`src/rtl/exc_pkg.sv`:
```
package exc_pkg;
   typedef enum logic [1:0] {
      CAUSE_NONE  = 2'd0,
      CAUSE_FETCH = 2'd1,
      CAUSE_IRQ   = 2'd2,
      CAUSE_ALIGN = 2'd3
   } cause_e;

   typedef enum logic [1:0] {
      ST_IDLE  = 2'd0,
      ST_DRAIN = 2'd1,
      ST_ISSUE = 2'd2
   } state_e;
endpackage

```
`src/rtl/exc_prio.sv`:
```
// Orders the synchronous fault causes; a parameter picks which one wins.
module exc_prio #(
   parameter bit ALIGN_FIRST = 1'b0
) (
   input  logic              fetch_fault_i,
   input  logic              align_fault_i,
   output logic              hit_o,
   output exc_pkg::cause_e   cause_o
);
   import exc_pkg::*;

   assign hit_o = fetch_fault_i | align_fault_i;

   generate
      if (ALIGN_FIRST) begin : g_align_first
         always_comb begin
            if (align_fault_i)      cause_o = CAUSE_ALIGN;
            else if (fetch_fault_i) cause_o = CAUSE_FETCH;
            else                    cause_o = CAUSE_NONE;
         end
      end else begin : g_fetch_first
         always_comb begin
            if (fetch_fault_i)      cause_o = CAUSE_FETCH;
            else if (align_fault_i) cause_o = CAUSE_ALIGN;
            else                    cause_o = CAUSE_NONE;
         end
      end
   endgenerate
endmodule

```
`src/rtl/exc_vec_gen.sv`:
```
// Forms the handler address from the prefix select and the cause.
module exc_vec_gen #(
   parameter int                ADDR_W    = 32,
   parameter int                OFF_W     = 12,
   parameter logic [ADDR_W-1:0] LO_BASE   = '0,
   parameter logic [ADDR_W-1:0] HI_BASE   = 32'hFFF0_0000,
   parameter int unsigned       OFF_FETCH = 32'h400,
   parameter int unsigned       OFF_IRQ   = 32'h500,
   parameter int unsigned       OFF_ALIGN = 32'h600
) (
   input  logic              vec_hi_i,
   input  exc_pkg::cause_e   cause_i,
   output logic [ADDR_W-1:0] addr_o
);
   import exc_pkg::*;

   localparam logic [OFF_W-1:0] OFS_F = OFF_W'(OFF_FETCH);
   localparam logic [OFF_W-1:0] OFS_I = OFF_W'(OFF_IRQ);
   localparam logic [OFF_W-1:0] OFS_A = OFF_W'(OFF_ALIGN);

   logic [ADDR_W-1:0] base;
   logic [OFF_W-1:0]  ofs;

   assign base = vec_hi_i ? HI_BASE : LO_BASE;

   always_comb begin
      unique case (cause_i)
         CAUSE_FETCH: ofs = OFS_F;
         CAUSE_IRQ:   ofs = OFS_I;
         CAUSE_ALIGN: ofs = OFS_A;
         default:     ofs = '0;
      endcase
   end

   assign addr_o = base | {{(ADDR_W-OFF_W){1'b0}}, ofs};
endmodule

```
`src/rtl/exc_fsm.sv`:
```
// Idle / drain / issue sequencing for exception entry.
module exc_fsm (
   input  logic              clk_i,
   input  logic              rst_ni,
   input  logic              irq_i,
   input  logic              ee_i,
   input  logic              cbuf_empty_i,
   input  logic              sync_hit_i,
   input  exc_pkg::cause_e   sync_cause_i,
   output exc_pkg::state_e   state_o,
   output logic              issue_o,
   output exc_pkg::cause_e   issue_cause_o
);
   import exc_pkg::*;

   state_e st_q, st_d;

   always_comb begin
      st_d          = st_q;
      issue_cause_o = CAUSE_NONE;
      unique case (st_q)
         ST_IDLE: begin
            if (sync_hit_i) begin
               st_d          = ST_ISSUE;
               issue_cause_o = sync_cause_i;
            end else if (irq_i && ee_i) begin
               st_d = ST_DRAIN;
            end
         end
         ST_DRAIN: begin
            if (sync_hit_i) begin
               st_d          = ST_ISSUE;
               issue_cause_o = sync_cause_i;
            end else if (!irq_i || !ee_i) begin
               st_d = ST_IDLE;
            end else if (cbuf_empty_i) begin
               st_d          = ST_ISSUE;
               issue_cause_o = CAUSE_IRQ;
            end
         end
         ST_ISSUE: st_d = ST_IDLE;
         default:  st_d = ST_IDLE;
      endcase
   end

   assign issue_o = (st_d == ST_ISSUE);

   always_ff @(posedge clk_i) begin
      if (!rst_ni) st_q <= ST_IDLE;
      else         st_q <= st_d;
   end

   assign state_o = st_q;
endmodule

```
`src/rtl/exc_entry_seq.sv`:
```
module exc_entry_seq #(
   parameter int                ADDR_W      = 32,
   parameter int                OFF_W       = 12,
   parameter logic [ADDR_W-1:0] LO_BASE     = '0,
   parameter logic [ADDR_W-1:0] HI_BASE     = 32'hFFF0_0000,
   parameter int unsigned       OFF_FETCH   = 32'h400,
   parameter int unsigned       OFF_IRQ     = 32'h500,
   parameter int unsigned       OFF_ALIGN   = 32'h600,
   parameter bit                ALIGN_FIRST = 1'b0
) (
   input  logic              clk_i,
   input  logic              rst_ni,
   input  logic              irq_line_i,
   input  logic              cbuf_empty_i,
   input  logic              seg_noexec_i,
   input  logic              prot_viol_i,
   input  logic              align_fault_i,
   input  logic              ee_wr_i,
   input  logic              ee_wdata_i,
   input  logic              vec_hi_i,
   output logic              stall_o,
   output logic              take_o,
   output logic [ADDR_W-1:0] take_addr_o,
   output logic              irq_en_o
);
   import exc_pkg::*;

   localparam logic [ADDR_W-1:0] OFF_MASK = ADDR_W'((64'd1 << OFF_W) - 64'd1);

   initial begin
      a_cfg_width: assert (ADDR_W > OFF_W && OFF_W >= 4)
         else $error("address width must exceed offset width");
      a_cfg_base: assert (((LO_BASE & OFF_MASK) == '0) && ((HI_BASE & OFF_MASK) == '0))
         else $error("bases must leave the offset field clear");
      a_cfg_off: assert ((OFF_FETCH >> OFF_W) == 0 && (OFF_IRQ >> OFF_W) == 0 &&
                         (OFF_ALIGN >> OFF_W) == 0)
         else $error("offsets must fit in the offset field");
   end

   logic              fetch_fault;
   logic              sync_hit;
   cause_e            sync_cause;
   cause_e            issue_cause;
   state_e            state;
   logic              issue;
   logic [ADDR_W-1:0] vec_addr;
   logic              ee_q;
   logic [ADDR_W-1:0] addr_q;

   assign fetch_fault = seg_noexec_i | prot_viol_i;

   exc_prio #(.ALIGN_FIRST(ALIGN_FIRST)) u_prio (
      .fetch_fault_i (fetch_fault),
      .align_fault_i (align_fault_i),
      .hit_o         (sync_hit),
      .cause_o       (sync_cause)
   );

   exc_fsm u_fsm (
      .clk_i         (clk_i),
      .rst_ni        (rst_ni),
      .irq_i         (irq_line_i),
      .ee_i          (ee_q),
      .cbuf_empty_i  (cbuf_empty_i),
      .sync_hit_i    (sync_hit),
      .sync_cause_i  (sync_cause),
      .state_o       (state),
      .issue_o       (issue),
      .issue_cause_o (issue_cause)
   );

   exc_vec_gen #(
      .ADDR_W    (ADDR_W),
      .OFF_W     (OFF_W),
      .LO_BASE   (LO_BASE),
      .HI_BASE   (HI_BASE),
      .OFF_FETCH (OFF_FETCH),
      .OFF_IRQ   (OFF_IRQ),
      .OFF_ALIGN (OFF_ALIGN)
   ) u_vec (
      .vec_hi_i (vec_hi_i),
      .cause_i  (issue_cause),
      .addr_o   (vec_addr)
   );

   always_ff @(posedge clk_i) begin
      if (!rst_ni) begin
         ee_q   <= 1'b0;
         addr_q <= '0;
      end else begin
         if (issue)        ee_q <= 1'b0;
         else if (ee_wr_i) ee_q <= ee_wdata_i;
         if (issue)        addr_q <= vec_addr;
      end
   end

   assign stall_o     = (state != ST_IDLE);
   assign take_o      = (state == ST_ISSUE);
   assign take_addr_o = addr_q;
   assign irq_en_o    = ee_q;
endmodule

```
`config.mk`:
```
export PLATFORM = sky130hd
export DESIGN_NAME = exc_entry_seq
export DESIGN_NICKNAME = d
export VERILOG_FILES = /design/src/rtl/exc_pkg.sv /design/src/rtl/exc_prio.sv /design/src/rtl/exc_vec_gen.sv /design/src/rtl/exc_fsm.sv /design/src/rtl/exc_entry_seq.sv
export SDC_FILE = /design/constraint.sdc
export NUM_CORES = 1
export LEC_CHECK = 0
export CAP_MARGIN = 20
export CORE_ASPECT_RATIO = 1.5
export CORE_MARGIN = 2
export CORE_UTILIZATION = 25
export DETAILED_ROUTE_END_ITERATION = 6
export PLACE_DENSITY = 0.66
export SYNTH_ARGS = -nofsm -noshare
export SYNTH_HDL_FRONTEND = slang
export SYNTH_SLANG_ARGS = --single-unit
```
`constraint.sdc`:
```
create_clock -name clk_i -period 1.3 [get_ports clk_i]
set_clock_uncertainty 0.15 [all_clocks]
set_input_delay 0.13 -clock clk_i [delete_from_list [all_inputs] [get_ports clk_i]]
set_output_delay 0.13 -clock clk_i [all_outputs]
set_load 0.05 [all_outputs]
```
==> results of run 1 <==
[logic make-up (layout without fill, tap and decap cells)]
family / count (synthesis) / in the layout / synth area share, %
AO/OA/AOI/OAI: 6 / 6 / 8.958
AND/OR/NAND/NOR: 14 / 14 / 18.65
flip-flops: 7 / 7 / 27.12
multiplexers: 2 / 2 / 3.874
other: 1 / 17 / 0.7257
buffers and inverters: 28 / 38 / 40.68
[worst max-delay path, cell delays in order, from the launching register on]
cell and delay [ps]:
dfxtp_2 330, or2_4 250, buf_8 150
[flip-flops by register name, summed over array words and instances, names as in the netlist]
signal and flops:
u_fsm.state_o 2, take_addr_o 4, irq_en_o 1
[per-layer routing]
layer / global-route usage [%] / vias up / wire length (um)
met1: 8.565 / 171 / 288
met3: 5.204 / 0 / 136
met5: 0 / - / 0
li1: - / 197 / -
met2: 15.18 / 32 / 554
met4: 4.147 / 0 / 0
[power by group]
group | internal [mW] | switching (mW) | total (mW)
Combinational | 0.212 | 0.317 | 0.528
Clock | 0.117 | 0.0747 | 0.191
Sequential | 0.226 | 0.0122 | 0.239
[cells in the final DEF, fill, tap and decap left out, drive strengths merged]
cell,Yosys,final
buf,28,25
conb,1,17
clkdlybuf4s50,0,9
dfxtp,7,7
clkbuf,0,4
nand2,3,3
nor2,3,3
mux2i,2,2
o21ai,2,2
or2,1,1
nor2b,1,1
nand3b,1,1
nor3,1,1
nand3,1,1
o22ai,1,1
nor3b,1,1
and2,1,1
o21a,1,1
nand2b,1,1
a21oi,1,1
o221a,1,1
[cell type report]
| class | count | area [um2] | share of cell area [%] |
|---|---|---|---|
| repair buffers | 34 | 510.5 | 54.18 |
| multi-input cells | 39 | 231.5 | 24.57 |
| flip-flops and latches | 7 | 146.4 | 15.54 |
| well taps | 22 | 27.53 | 2.922 |
| clock buffers | 4 | 26.28 | 2.789 |
[synth_stat cells, drive strengths merged]
library cell / count / area share, %
nor3b: 1 / 1.5
mux2i: 2 / 3.9
nand2b: 1 / 1.2
a21oi: 1 / 0.97
dfxtp: 7 / 27
buf: 28 / 41
o21a: 1 / 1.5
nor3: 1 / 3.1
o221a: 1 / 2.2
conb: 1 / 0.73
nand2: 3 / 2.2
o21ai: 2 / 1.9
nand3b: 1 / 3.9
or2: 1 / 1.2
o22ai: 1 / 2.4
and2: 1 / 1.2
nor2: 3 / 2.2
nor2b: 1 / 1.2
nand3: 1 / 0.97
[worst min-delay path by stage]
stage,from,endpoint,depth (start not counted)
after floorplan,rst_ni,take_addr_o[10],1
after global placement,take_addr_o[9],take_addr_o[9],2
after detailed placement,take_addr_o[9],take_addr_o[9],2
after CTS,vec_hi_i,take_addr_o[30],3
after global routing,vec_hi_i,take_addr_o[30],3
final,vec_hi_i,take_addr_o[30],3
[metrics by stage]
stage / area, um2 / total power, mW / setup WS, ps
floorplan: 581.8 / 0.6029 / 72.02
global placement: 887.1 / 0.7558 / -80.16
detailed placement: 887.1 / 0.7592 / -114.6
CTS: 919.6 / 0.9587 / -22.92
global route: 942.2 / 1.016 / 6.887
finish: 942.2 / 0.9586 / 57.55
[timing repair]
item	4_1_cts	5_1_grt
gates resized for setup	2	3
setup endpoints to repair	10	11
buffers inserted	0	2
==> summary.md, run 1 <==
| Metric | Value |
|---|---|
| Synth Cell Area | 516.7 um2 |
| P_leak | 0.4286 nW |
| Tcrit/Tclk final | 95.57% |
| Via density | 3.774 |
| Setup_tns | 0 ps |
| Unrepaired setup endpoints after global routing | no |
| Total GRT Usage | 9.130% |
| Placed cell count | 100 |
| Residual DRC | 0 |
| Syn_area_per_cell | 8.909 um2 |
| CP Launch Point | u_fsm.state_o[1] |
| Initial antenna violation count | 0 |
| H-Tree Depth | 1 |
| Final hold slack | 304.4 ps |
| Iteration-0 DRC Markers | 3 |
| Yosys cell types | 19 |
| Worst EP required | 1020 ps |
| Hpwl dp | 865.4 um |
| Number of I/O pins | 45 |
| Clk buf depth | 2 |
| Sink Count | 7 |
| Rows | 20 |
| PwrDens | 1017 nW/um2 |
| Status | completed |
| Worst-Skew Late Latency | 240 ps |
| Core Area | 2002 um2 |
| Die H | 59.68 um |
| Remaining antenna violation count | 0 |
| CTS tree | built |
| #FFs+latches synth | 7 |
| Peak supply drop | 498.1 uV |
| Total congestion overflow | 0 |
| Reg2reg start | u_fsm.state_o[0] |
| Vias | 400 |
| Final Hold Vio Count | 0 |
| Synth Warn # | 0 |
| Hold WC Path Type | input port to flop |
| WL/cell | 9.226 um |
| Die footprint | 2454 um2 |
| Slack of the worst reg-to-reg path | 170 ps |
| Final Util | 47.06% |
| Crit Path Max Fanout | 4 |
| CTS Hold Bufs | 0 |
| Clock Pin Slew Worst Setup and Hold Paths | 50 ps |
| Critical path type | flop to output pin |
| Starting Density | 25.81% |
| Non-filler instance count after layout | 106 |
| R2R cell count | 3 |
| DIE WIDTH | 41.12 um |
| Final net count | 95 |
| Clock Root Buffer | clkbuf_4 |
| GP Congestion | 0.6806 |
| Crit path DAT | 960 ps |
| Pre-antenna DRT Iters | 2 |
| WL final | 978 um |
| Antenna cells | 0 |
| Number of global-route vias before repair | 361 |
| Fmax | 0.8049 GHz |
| Final min period | 1242 ps |
| Largest net degree at the start of global routing | 10 |
| Final slew viol count | 0 |
| Worst Setup Start Kind | flop |
| Cells after synthesis | 58 |
| First-pass GRT wire length | 1.490 mm |
| Number of port buffers | 27 |
| Worst Setup End Kind | output pin |
| # Max-Cap Violations | 0 |
| Worst reg2reg path endpoint | take_addr_o[30] |
| Layout Area Growth over Synthesis | 82.32% |
| Total CTS buffers | 3 |
| Critical Path End | stall_o |
| Ratio of cells with drive above 1 in the final layout | 44.05% |
| # fillers | 196 |
| Register area share after synthesis | 27.12% |
| Final setup vio count | 0 |
Power figures use the tool's default switching activity.
==> run 2, diff against run 1 <==
- CORE_ASPECT_RATIO: 1.5 -> unset
- CORE_UTILIZATION: 25 -> 30
- GPL_ROUTABILITY_DRIVEN: unset -> 1
- PLACE_DENSITY: 0.66 -> 0.77
==> run 2 against run 1 <==
  * Die area down 16%
  * Largest cell class unchanged
  * Clock-buffer cell count unchanged
  * Final area down 3.5%
  * Final cell count down 8.5%
  * Non-clock buffer count down 3
  * Power about the same
  * Critical endpoint unchanged
  * Hold slack better by 8.4 ps
  * Largest power group unchanged
  * Highest routed layer is now met4
  * First-iteration DRC count rose to 3.0 times the previous value
  * Utilization up 11 points
==> summary.md, run 2 (synthesized netlist as in run 1, its figures left out) <==
| Metric | Value |
|---|---|
| Status | completed |
| Starting Density | 33.15% |
| Final Hold Vio Count | 0 |
| Hold WC Path Type | input port to flop |
| WL/cell | 10.59 um |
| Final setup vio count | 0 |
| Fmax | 0.7961 GHz |
| Ratio of cells with drive above 1 in the final layout | 41.98% |
| Total GRT Usage | 11.16% |
| Remaining antenna violation count | 0 |
| DIE WIDTH | 45.50 um |
| Unrepaired setup endpoints after global routing | no |
| GP Congestion | 0.6930 |
| R2R cell count | 4 |
| Worst EP required | 1020 ps |
| Tot Pwr | 958.3 uW |
| Number of I/O pins | 45 |
| Via density | 4.144 |
| Total congestion overflow | 0 |
| Tcrit/Tclk final | 96.63% |
| Critical path type | flop to output pin |
| Dpl ws | -144.9 ps |
| Antenna cells | 0 |
| Clock Pin Slew Worst Setup and Hold Paths | 50 ps |
| Worst reg2reg path endpoint | take_addr_o[9] |
| Crit Path Max Fanout | 4 |
| Highest Signal Layer | met4 |
| Layout Area Growth over Synthesis | 76.03% |
| Final min period | 1256 ps |
| Clock Root Buffer | clkbuf_4 |
| Non-filler instance count after layout | 97 |
| Vias | 402 |
| Final net count | 92 |
| P_leak | 0.4126 nW |
| H-Tree Depth | 1 |
| First-pass GRT wire length | 1.593 mm |
| Die H | 45.50 um |
| Reg2reg start | u_fsm.state_o[0] |
| Max incr delay on CP | 330 ps |
| Number of global-route vias before repair | 346 |
| Crit path DAT | 980 ps |
| Worst hold stages | 3 |
| Met1 WL | 365 um |
| Worst-Skew Late Latency | 250 ps |
| Worst Setup End Kind | output pin |
| Total CTS buffers | 3 |
| Die footprint | 2070 um2 |
| Met2 WL | 500 um |
| Largest net degree at the start of global routing | 13 |
| Clk buf depth | 2 |
| Final slew viol count | 0 |
| Number of port buffers | 27 |
| Commonest non-fill, non-tap cell in the layout | buf_12 |
| Sink Count | 7 |
| Placed cell count | 93 |
| WL final | 1.027 mm |
| WHS Endpoint | take_addr_o[30] |
| Iteration-0 DRC Markers | 9 |
| Crit path cell chain | or2_4 -> buf_8 |
| Initial antenna violation count | 0 |
| Pre-antenna DRT Iters | 4 |
| Hpwl dp | 863 um |
| Most frequent cells in the layout | buf_12 (18), conb_1 (17), clkdlybuf4s50_1 (9), dfxtp_1 (4) |
| Slack of the worst reg-to-reg path | 120 ps |
| PwrDens | 1053 nW/um2 |
| Core Area | 1559 um2 |
| Critical-path top delay cell | dfxtp_2 |
| Rows | 14 |
| Max FFs per register | 4 |
| Peak supply drop | 510.5 uV |
| Residual DRC | 0 |
| Hold_sp | vec_hi_i |
| Met3 WL | 146 um |
| CTS tree | built |
| Post-layout worst setup margin | 43.81 ps |
| # Max-Cap Violations | 0 |
| Worst Setup Start Kind | flop |
==> run 2: changes by cell type in the layout (fill, tap and decap cells not counted), sizes merged <==
cell  before  now
buf       25   22
==> run 2: per-layer routing <==
layer / track usage [%] / vias up
li1: - / 192
met1: 12.02 / 171
met2: 17.46 / 37
met3: 5.159 / 2
met4: 7.059 / 0
met5: 0 / -
==> run 2: layout make-up <==
class,count,area [um2]
multi-input cells,39,231.5
clock buffers,4,26.28
well taps,16,20.02
fillers,121,649.4
flip-flops and latches,7,143.9
repair buffers,31,488.0
==> run 2: worst max-delay path by stage <==
stage | startpoint | to | slack (ps) | cells after the start
6_report | u_fsm.state_o[1] | stall_o | 40 | 2
5_1_grt | u_fsm.state_o[1] | stall_o | 20 | 2
4_1_cts | u_fsm.state_o[1] | stall_o | 40 | 2
3_5_place_dp | align_fault_i | take_addr_o[10] | -140 | 4
3_3_place_gp | align_fault_i | take_addr_o[10] | -100 | 4
2_1_floorplan | irq_en_o | take_addr_o[30] | 70 | 3
==> run 2: metrics by stage <==
stage	utilization [%]	instance area, um2	hold WS, ps	TNS (ps)
global placement	55.94	872.1	319.5	-417.6
finish	58.35	909.6	312.8	0
CTS	58.35	909.6	318.4	0
detailed placement	55.94	872.1	336.7	-571.1
global route	58.35	909.6	361.9	0
floorplan	-	581.8	97.79	0
==> run 2: what timing repair did <==
action	CTS	global route
endpoints found under the setup margin	1	0
resized for setup	4	0
endpoints found under the hold margin	0	0
hold buffers	0	0
buffers inserted	0	0
==> run 2: power by group <==
group | leakage, nW | total [mW] | internal, mW | switching (mW)
registers | 0.0585 | 0.239 | 0.227 | 0.0119
clock network | 0.0150 | 0.198 | 0.117 | 0.0811
logic | 0.339 | 0.521 | 0.203 | 0.318
total | 0.413 | 0.958 | 0.548 | 0.411
==> run 2: critical path: cells and delay by family (launching register included) <==
kind                   cells  cell delay, ps
buffers and inverters      1             150
DFF                        1             330
and+or+nand+nor            1             250
==> run 3, diff against run 2 <==
- clock period: 1.3 -> 1.25 ns (I/O delays scaled with it)
==> run 3 against run 2 <==
  * Die area is the same
  * Sequential cell count unchanged
  * Sequential power is 5% higher
  * Combinational power increased by 6.7%
  * Global-route usage unchanged
  * Clock power is 4% higher
  * Hold slack got worse by 4.4 ps
  * Power up 5.5%
  * Non-clock buffer count is 1 higher
  * First-iteration DRC count fell by 11%
  * Sequential share of layout area fell by 0.085 points
  * Highest routed layer unchanged
==> summary.md, run 3 (synthesized netlist as in run 1, its figures left out) <==
| Metric | Value |
|---|---|
| Status | completed |
| Hold WC Path Type | input port to flop |
| Placed cell count | 93 |
| Layout Area Growth over Synthesis | 81.60% |
| Total congestion overflow | 0 |
| Final Hold Vio Count | 0 |
| Final slew viol count | 0 |
| First-pass GRT wire length | 1.593 mm |
| CTS tree | built |
| Number of global-route vias before repair | 344 |
| Remaining antenna violation count | 0 |
| Die H | 45.50 um |
| Clk buf depth | 2 |
| Total GRT Usage | 11.16% |
| Starting Density | 33.15% |
| Max FFs per register | 4 |
| Worst Setup End Kind | output pin |
| Reg2reg start | u_fsm.state_o[1] |
| R2R cell count | 4 |
| Ratio of cells with drive above 1 in the final layout | 43.90% |
| WL/cell | 11.08 um |
| Largest net degree at the start of global routing | 13 |
| Worst reg2reg path endpoint | take_addr_o[9] |
| Total CTS buffers | 3 |
| Sink Count | 7 |
| Clock Pin Slew Worst Setup and Hold Paths | 50 ps |
| P_leak | 0.4251 nW |
| Residual DRC | 0 |
| Crit path DAT | 970 ps |
| Critical path type | flop to output pin |
| Slack of the worst reg-to-reg path | 80 ps |
| WHS Endpoint | take_addr_o[30] |
| Most frequent cells in the layout | buf_12 (18), conb_1 (17), clkdlybuf4s50_1 (9) |
| WL final | 1.086 mm |
| Final setup vio count | 0 |
| Fmax | 0.8018 GHz |
| Pre-antenna DRT Iters | 4 |
| Peak supply drop | 513.5 uV |
| Tcrit/Tclk final | 99.78% |
| Worst Setup Start Kind | flop |
| Hold_sp | vec_hi_i |
| Die footprint | 2070 um2 |
| Antenna cells | 0 |
| PwrDens | 1078 nW/um2 |
| Hpwl dp | 863 um |
| Clock Root Buffer | clkbuf_4 |
| Number of port buffers | 27 |
| Commonest non-fill, non-tap cell in the layout | buf_12 |
| Core Area | 1559 um2 |
| Via density | 4.173 |
| Number of I/O pins | 45 |
| Rows | 14 |
| Final net count | 93 |
| Worst EP required | 980 ps |
| CTS Hold Bufs | 0 |
| GP Congestion | 0.6930 |
| DIE WIDTH | 45.50 um |
| Tot Pwr | 1.011 mW |
| H-Tree Depth | 1 |
| Worst hold stages | 3 |
| Setup bufs post-CTS | 0 |
| Crit Path Max Fanout | 3 |
| Non-filler instance count after layout | 98 |
| Unrepaired setup endpoints after global routing | yes |
| Vias | 409 |
| # Max-Cap Violations | 0 |
| Initial antenna violation count | 0 |
| Final min period | 1247 ps |
| Worst-Skew Late Latency | 250 ps |
| Iteration-0 DRC Markers | 8 |
## run 3: changes by cell type in the layout (fill, tap and decap cells not counted), sizes merged
| cell | delta |
|---|---|
| clkbuf | +1 |
## run 3: worst max path at each step
stage	slack (ps)	start	cells after the start	end
CTS	0.4	u_fsm.state_o[0]	2	stall_o
detailed placement	-190	align_fault_i	4	take_addr_o[10]
finish	3	u_fsm.state_o[0]	2	stall_o
global placement	-140	align_fault_i	4	take_addr_o[10]
floorplan	20	irq_en_o	3	take_addr_o[30]
global route	-30	u_fsm.state_o[0]	2	stall_o
## run 3: metrics by stage
stage	area (um2)	setup TNS, ps	util [%]	hold slack, ps	setup slack (ps)
after global routing	938.4	-26.88	60.19	342.8	-26.88
after global placement	872.1	-687.5	55.94	319.5	-144.3
after detailed placement	872.1	-846.0	55.94	336.7	-189.9
after floorplan	581.8	0	-	92.79	22.02
after CTS	910.9	0	58.43	313.4	0.3620
final	938.4	0	60.19	308.4	2.788
## run 3: final cells by class
class | count | area [um2]
multi-input combinational | 39 | 231.5
timing repair buffer | 32 | 513.0
tap | 16 | 20.02
fill | 116 | 620.6
sequential | 7 | 147.6
clock buffer | 4 | 26.28
## run 3: worst max-delay path, stage by stage, from the launching register on
cell and delay (ps):
dfxtp_2 320, or2_4 250, buf_8 150
## run 3: routing by layer
metal / wire (um) / global-route usage [%]
met3: 154 / 5.159
met5: 0 / 0
met1: 381 / 12.02
met4: 15 / 7.059
met2: 535 / 17.46
## run 3: timing repair
action,CTS,global route
pin swaps,1,0
resized for setup,5,1
setup endpoints to repair,1,13
hold endpoints to repair,0,0
gates cloned,0,1
## run 3: power breakdown
group / switching (mW) / internal [mW]
Clock: 0.0842 / 0.122
Combinational: 0.332 / 0.223
Sequential: 0.0141 / 0.235
